<file path="src/rtl/rr_pkg.sv">
package rr_pkg;
    typedef enum logic [1:0] {
        CLS_GEN = 2'd0,
        CLS_FLT = 2'd1,
        CLS_PRD = 2'd2,
        CLS_RAW = 2'd3
    } reg_cls_e;

    localparam int NWIN = 3;
endpackage

</file>
<file path="src/rtl/rr_offset.sv">
module rr_offset #(
    parameter int SZ_W = 8
) (
    input  logic            clk,
    input  logic            rst_n,
    input  logic            adv_i,
    input  logic            clr_i,
    input  logic [SZ_W-1:0] size_i,
    output logic [SZ_W-1:0] off_o
);
    logic [SZ_W-1:0] off_q;
    logic [SZ_W-1:0] off_inc;

    always_comb begin
        off_inc = off_q + SZ_W'(1);
    end

    always_ff @(posedge clk) begin
        if (!rst_n) begin
            off_q <= '0;
        end else if (clr_i) begin
            off_q <= '0;
        end else if (adv_i) begin
            if (off_inc >= size_i) off_q <= '0;
            else                   off_q <= off_inc;
        end
    end

    assign off_o = off_q;


    offset_clr_chk: assert property (@(posedge clk) disable iff (!rst_n)
        clr_i |=> (off_o == '0));


    offset_hold_chk: assert property (@(posedge clk) disable iff (!rst_n)
        (!adv_i && !clr_i) |=> $stable(off_o));


    offset_bound_chk: assert property (@(posedge clk) disable iff (!rst_n)
        (off_o < size_i) || (off_o == '0));
endmodule

</file>
<file path="src/rtl/rr_map.sv">
module rr_map #(
    parameter int IDX_W = 7,
    parameter int SZ_W  = 8,
    parameter int BASE  = 32
) (
    input  logic [IDX_W-1:0] lidx_i,
    input  logic [SZ_W-1:0]  size_i,
    input  logic [SZ_W-1:0]  off_i,
    output logic [IDX_W-1:0] pidx_o
);
    localparam logic [SZ_W:0] BASE_V = (SZ_W+1)'(BASE);

    logic [SZ_W:0] lext;
    logic [SZ_W:0] rel;
    logic [SZ_W:0] sum;
    logic [SZ_W:0] wrapped;
    logic [SZ_W:0] phys;
    logic          in_rgn;

    always_comb begin
        lext    = (SZ_W+1)'(lidx_i);
        rel     = lext - BASE_V;
        in_rgn  = (lext >= BASE_V) && (rel < {1'b0, size_i});
        sum     = rel + {1'b0, off_i};
        wrapped = (sum >= {1'b0, size_i}) ? (sum - {1'b0, size_i}) : sum;
        phys    = wrapped + BASE_V;
        pidx_o  = in_rgn ? phys[IDX_W-1:0] : lidx_i;
    end
endmodule

</file>
<file path="src/rtl/rot_rename.sv">
module rot_rename #(
    parameter int NREG    = 128,
    parameter int GR_BASE = 32,
    parameter int FR_BASE = 32,
    parameter int PR_BASE = 16,
    parameter int PR_NUM  = 64
) (
    input  logic       clk,
    input  logic       rst_n,
    input  logic       rot_i,
    input  logic       size_ld_i,
    input  logic [7:0] size_i,
    input  logic [1:0] cls_i,
    input  logic [6:0] lidx_i,
    output logic [6:0] pidx_o
);
    import rr_pkg::*;

    localparam int IDX_W   = $clog2(NREG);
    localparam int SZ_W    = IDX_W + 1;
    localparam int GR_MAX  = NREG - GR_BASE;
    localparam int FR_SIZE = NREG - FR_BASE;
    localparam int PR_SIZE = PR_NUM - PR_BASE;
    localparam int WIN_BASE [NWIN] = '{GR_BASE, FR_BASE, PR_BASE};

    logic [SZ_W-1:0]  gsize_q;
    logic [SZ_W-1:0]  win_size [NWIN];
    logic             win_clr  [NWIN];
    logic [SZ_W-1:0]  win_off  [NWIN];
    logic [IDX_W-1:0] win_pidx [NWIN];
    reg_cls_e         cls;

    always_ff @(posedge clk) begin
        if (!rst_n) begin
            gsize_q <= SZ_W'(GR_MAX);
        end else if (size_ld_i) begin
            if (size_i > SZ_W'(GR_MAX)) gsize_q <= SZ_W'(GR_MAX);
            else                        gsize_q <= size_i;
        end
    end

    always_comb begin
        win_size[0] = gsize_q;
        win_size[1] = SZ_W'(FR_SIZE);
        win_size[2] = SZ_W'(PR_SIZE);
        win_clr[0]  = size_ld_i;
        win_clr[1]  = 1'b0;
        win_clr[2]  = 1'b0;
    end

    for (genvar g = 0; g < NWIN; g++) begin : g_win
        rr_offset #(.SZ_W(SZ_W)) u_off (
            .clk    (clk),
            .rst_n  (rst_n),
            .adv_i  (rot_i),
            .clr_i  (win_clr[g]),
            .size_i (win_size[g]),
            .off_o  (win_off[g])
        );
        rr_map #(.IDX_W(IDX_W), .SZ_W(SZ_W), .BASE(WIN_BASE[g])) u_map (
            .lidx_i (lidx_i),
            .size_i (win_size[g]),
            .off_i  (win_off[g]),
            .pidx_o (win_pidx[g])
        );
    end

    always_comb begin
        cls = reg_cls_e'(cls_i);
        unique case (cls)
            CLS_GEN: pidx_o = win_pidx[0];
            CLS_FLT: pidx_o = win_pidx[1];
            CLS_PRD: pidx_o = win_pidx[2];
            default: pidx_o = lidx_i;
        endcase
    end


    gen_static_chk: assert property (@(posedge clk) disable iff (!rst_n)
        (cls_i == 2'd0 && lidx_i < IDX_W'(GR_BASE)) |-> (pidx_o == lidx_i));


    flt_range_chk: assert property (@(posedge clk) disable iff (!rst_n)
        (cls_i == 2'd1 && lidx_i >= IDX_W'(FR_BASE)) |-> (pidx_o >= IDX_W'(FR_BASE)));


    prd_range_chk: assert property (@(posedge clk) disable iff (!rst_n)
        (cls_i == 2'd2 && lidx_i >= IDX_W'(PR_BASE) && lidx_i < IDX_W'(PR_NUM))
        |-> (pidx_o >= IDX_W'(PR_BASE) && pidx_o < IDX_W'(PR_NUM)));


    raw_pass_chk: assert property (@(posedge clk) disable iff (!rst_n)
        (cls_i == 2'd3) |-> (pidx_o == lidx_i));


    size_clamp_chk: assert property (@(posedge clk) disable iff (!rst_n)
        gsize_q <= SZ_W'(GR_MAX));
endmodule

</file>
<file path="config.mk">
export PLATFORM = sky130hd
export DESIGN_NAME = rot_rename
export DESIGN_NICKNAME = d
export VERILOG_FILES = /design/src/rtl/rr_pkg.sv /design/src/rtl/rr_offset.sv /design/src/rtl/rr_map.sv /design/src/rtl/rot_rename.sv
export SDC_FILE = /design/constraint.sdc
export NUM_CORES = 1
export LEC_CHECK = 0
export BUFFER_PORTS_ARGS = -buffer_cell sky130_fd_sc_hd__buf_2
export CAP_MARGIN = 20
export CORE_AREA = 2 2 110 112
export DETAILED_ROUTE_END_ITERATION = 12
export DIE_AREA = 0 0 112 114
export MAX_ROUTING_LAYER = met4
export PLACE_DENSITY = 0.68
export SYNTH_ARGS = -nofsm -noshare
export SYNTH_HDL_FRONTEND = slang
export SYNTH_HIERARCHICAL = 1
export SYNTH_SLANG_ARGS = --single-unit
</file>
<file path="constraint.sdc">
create_clock -name clk -period 6.3 [get_ports clk]
set_input_delay 1.26 -clock clk [delete_from_list [all_inputs] [get_ports clk]]
set_output_delay 1.26 -clock clk [all_outputs]
set_load 0.05 [all_outputs]
</file>
=== Yosys cells after proc, flatten, opt, wreduce, memory -nomap -nowiden ===
Index checks and enable logic that the tools add are counted.

* Flip-flop bits (word level): 32
* Output and inout port bits: 7
* Logic and storage cells: 49

* Add/sub/neg operators: 14
* Order comparisons: 12
* Equality and inequality tests: 2
* Muxes and demuxes: 11
* Bitwise logic cells: 1
* Reductions and logical operators: 5

{| class="wikitable"
|+ Operator list
! kind !! number
|-
| 2-to-1 mux 7 bit || 6
|-
| 2-to-1 mux 8 bit || 4
|-
| adder 9 x 8 -> 9 bit || 3
|-
| adder 8 x 1 -> 8 bit, second input constant || 3
|-
| one-hot mux 7 bit (3 select lines) || 1
|-
| adder 7 x 6 -> 7 bit, second input constant || 2
|-
| >= comparator 9 x 6 -> 1 bit, second input constant || 1
|-
| >= comparator 9 x 7 -> 1 bit, second input constant || 1
|-
| >= comparator 9 x 8 -> 1 bit || 1
|-
| less-than comparator 9 x 6 -> 1 bit, second input constant || 1
|-
| less-than comparator 9 x 7 -> 1 bit, second input constant || 1
|-
| less-than comparator 9 x 8 -> 1 bit || 1
|-
| >= comparator 8 x 6 -> 1 bit, second input constant || 1
|-
| >= comparator 8 x 7 -> 1 bit, second input constant || 1
|-
| >= comparator 8 bit || 1
|-
| greater-than comparator 8 x 7 -> 1 bit, second input constant || 1
|-
| subtractor 7 x 5 -> 8 bit, second input constant || 1
|-
| subtractor 7 x 6 -> 8 bit, second input constant || 1
|-
| adder 7 x 5 -> 7 bit, second input constant || 1
|-
| >= comparator 7 x 5 -> 1 bit, second input constant || 1
|-
| >= comparator 7 x 6 -> 1 bit, second input constant || 1
|-
| subtractor 7 x 6 -> 7 bit, second input constant || 1
|-
| subtractor 7 bit || 1
|-
| subtractor 7 bit, second input constant || 1
|-
| 6 further kinds || 8
|}

=== Logic depth before layout (Yosys ltp) ===
* Depth in word-level cells: 7
* Gate-level depth with buffers: 20

=== Modules after synthesis ===
Netlist, hierarchy kept.

{| class="wikitable"
|+ By module, submodules not included
! module !! instances !! cells an instance !! area each (um^2) !! sequential area each (um^2)
|-
| rr_offset || 3 || 70 || 614.3 || 160.2
|-
| rr_map (g_win[1].u_map) || 1 || 141 || 1144.8 || 0.0
|-
| rr_map (g_win[0].u_map) || 1 || 143 || 1118.6 || 0.0
|-
| rr_map (g_win[2].u_map) || 1 || 144 || 1074.8 || 0.0
|-
| rot_rename || 1 || 39 || 486.7 || 160.2
|}

=== Worst setup path before layout ===
No wires, ideal clock.

* Path type: input to output
* Start point: input lidx_i[4]
* End point: output pidx_o[5]
* Data arrival time: 4933 ps
* Data required time: 5040 ps
* Setup slack: 107 ps
* Cell stages on the path: 18
* Cells stage by stage: inv_1 ha_1 inv_1 ha_1 o211ai_1 a21oi_1 nor2_1 xnor2_1 ha_1 a2111oi_0 nor3_1 o21ai_1 o211ai_2 buf_6 mux2_1 ha_1 mux2_1 mux4_2

{| class="wikitable"
|+ RTL lines
! item !! RTL line !! RTL
|-
| start, declared || rot_rename.sv:14 || <nowiki>input logic [6:0] lidx_i,</nowiki>
|-
| end, declared || rot_rename.sv:15 || <nowiki>output logic [6:0] pidx_o</nowiki>
|}

==> impl_results.md <==
- Largest stage delay on the critical path: 0.50 ns
- Ys flop type: dfxtp_1
- Worst-path clk slew: ~0.06 ns
- Die Wd: about 110 um
- Final WL: roughly 15000 um
- Fin nets: just over 900
- CP Class: in2out
- Starting Density: about 48%
- Global-route wire length before repair: roughly 24000 um
- Vias in the first global route: roughly 5.2k
- Vias/cell: around 5.7
- Synth Area in XOR/XNOR: roughly 7.4%
- Slew HR: about half
- Grt total ovfl: 0
- Final hold vios: 0
- Max clock buf depth: 2
- Place WS: -0.1757 ns
- Root buffer cell: clkbuf_16
- Slack of the critical path: approximately 0.050 ns
- Crit Path Max Fanout: 7
- Post-route cell area: 0.007030 sq mm
- Setup-failing EPs final: 0
- CTS tree: yes
- Leading cell type in the layout, fill and taps excluded: ha_1
- Period minus WS final: around 6.3 ns
- Sink Count: 32
- Post-Syn Area: approximately 0.0057 sq mm
- Mux cell area share after synthesis: just under 9%
- CORE AREA: roughly 0.012 sq mm
- Worst VDD drop: 140.3 uV
- Placed Area: approximately 0.0064 sq mm
- Static Leakage: around 3.2 nW
- Post-synthesis cell type count: 76
- Core Util, Final: between 60% and 70%
- Final Max Slew Viols: 0
- EDFF count, synth: 0
- Period utilization: between 90% and 100%
- Via count: between 5k and 6k
- Area share of and/or/nand/nor cells after synthesis: 18.92%
- Die H: approximately 110 um
- Layout Skew: 0.004712 ns
- Yosys reg bits: 32
- Share of cells above drive strength 1: between 20% and 30%
- Critical Path Sink Type: primary output
- Io pins: 28
- Total of max-cap violations: 0
- Status: completed
- Routed Antenna Nets: 0
- Die Footprint: roughly 0.013 sq mm
- N_diodes: 0
- Compound-Gate Fraction of Synth Area: between 20% and 30%
- H-tree depth: 2
- Clk_lat worst skew: 0.28 ns
- Final Total Pwr: around 1 mW
- Avg Inst Size Synth: roughly 8.4 sq um
- Initial antenna violation count: 0
- Req. time, crit path: about 5 ns
- Post-synthesis sequential area ratio: between 10% and 20%
- Min-Delay Path Class: reg2reg
- GRT Resource Usage Total: a little under a quarter
- Gp weighted congestion: ~0.97
- DR pass1 iterations: 7
- Routed length per instance: 16.20 um
- Power density cells: 142.3 mW/mm^2
- Fraction of registers with async set/reset: 0%
- Actual slew at the worst max-slew pin: 0.7461 ns
- Largest net degree at the start of global routing: 15
- Slowest stage cell, crit path: mux4_2
- Syn Inst Count: ~680
- Achievable Freq: between 0.15 and 0.2 GHz
- Arr. time, crit path: 4.99 ns
- Initial DRC count: roughly 280
- Most frequent cells in the layout: ha_1, inv_1, buf_4
- Post-route DRC: 0
- Setup TNS: 0 ns
- Worst-path cell chain: buf_4 > inv_1 > ha_1 > inv_1 > ha_4 > or3b_2 > nand3_1 > a211o_1 > ha_4 > o211ai_1 > a31oi_2 > nor2_2 > nand3_4 > mux2_4 > mux2_2 > mux4_2 > buf_8
- Number of port buffers: 27
- Largest family of logic cells by synthesized area: adder cells
- RSZ-0062 raised after global routing: true
- Startpoint Class: input pin
- Cts bufs inserted: 5
- Synth Area in Adders: 24.19%
- Final HPWL DP: around 12000 um
- Area grow syn2layout: 24.04%
- Std cell rows: 40
- Ys Warns: 6
==> state kept, by name (all words and copies together), names as in the netlist <==
register / count
g_win.u_off/off_o: 24
gsize_q: 8
==> cell usage after synthesis (13+ instances only) <==
library cell,instances,area [sq um]
o21a_1,16,120.1
o211ai_1,18,135.1
dfxtp_1,32,640.6
nand2_1,36,135.1
a21oi_1,27,135.1
inv_1,86,322.8
xor2_1,17,148.9
nor2_1,43,161.4
mux2i_1,13,130.1
o21ai_0,24,120.1
xnor2_1,29,254.0
a21o_1,18,135.1
ha_1,100,1251
==> metal layers <==
| metal | vias to the layer above | GRT usage [%] | share of wire (%) |
|---|---|---|---|
| li1 | 2661 | - | - |
| met1 | 2570 | 30.52 | 44 |
| met2 | 117 | 41.05 | 50 |
| met3 | 28 | 2.710 | 3.5 |
| met4 | 0 | 4.959 | 2.3 |
| met5 | - | - | 0 |
==> worst max-delay path, delay by kind of cell <==
kind / cells / cell delay (ns)
multiplexers: 3 / 1.13
buffers and inverters: 4 / 0.46
adder cells (fa/ha/maj): 3 / 0.82
AND/OR/NAND/NOR: 4 / 0.84
AO/OA/AOI/OAI: 3 / 0.50
==> path summary, 6_finish.rpt <==
kind                                               from                 endpoint  slack, ns  depth (start not counted)
worst max-delay path                          lidx_i[5]                pidx_o[4]       0.05                         17
worst min-delay path                         gsize_q[4]               gsize_q[4]       0.49                          1
worst max register to register  g_win[0].u_off/off_o[0]  g_win[0].u_off/off_o[2]       3.82                          9
worst min register to register               gsize_q[4]               gsize_q[4]       0.49                          1
==> metrics by stage <==
stage	cells	hold WS [ns]
after floorplan	715	0.4539
after global placement	923	0.4775
after detailed placement	923	0.4820
after CTS	934	0.4899
after global routing	942	0.5173
final	942	0.4888
==> what timing repair did <==
item / 4_1_cts / 5_1_grt
endpoints found under the setup margin: 7 / 7
resized for setup: 24 / 63
buffers inserted: 3 / 8
pin swaps: 7 / 27
hold buffers: 0 / 0
==> where the power goes <==
| part | total (mW) | internal, mW | switching [mW] | leakage (nW) |
|---|---|---|---|---|
| logic | 0.543 | 0.255 | 0.288 | 2.87 |
| clock network | 0.247 | 0.147 | 0.100 | 0.0660 |
| registers | 0.210 | 0.205 | 0.00508 | 0.259 |
==> cell type report <==
class	instances	area (sq um)
multi-input combinational	587	5126
fill	1026	4681
sequential	32	640.6
timing repair buffer	82	608.1
inverter	86	322.8
tap	147	183.9
clock buffer	5	125.1
clock inverter	3	23.77
==> kinds of logic (layout without fill, tap and decap cells) <==
logic type	after synthesis	in the layout
AND/OR/NAND/NOR	180	180
AO/OA/AOI/OAI	176	176
adder cells (fa/ha/maj)	106	106
buffers and inverters	96	176
XOR/XNOR	47	47
multiplexers	38	38
flip-flops	32	32
other	2	40
Power figures use the tool's default switching activity.
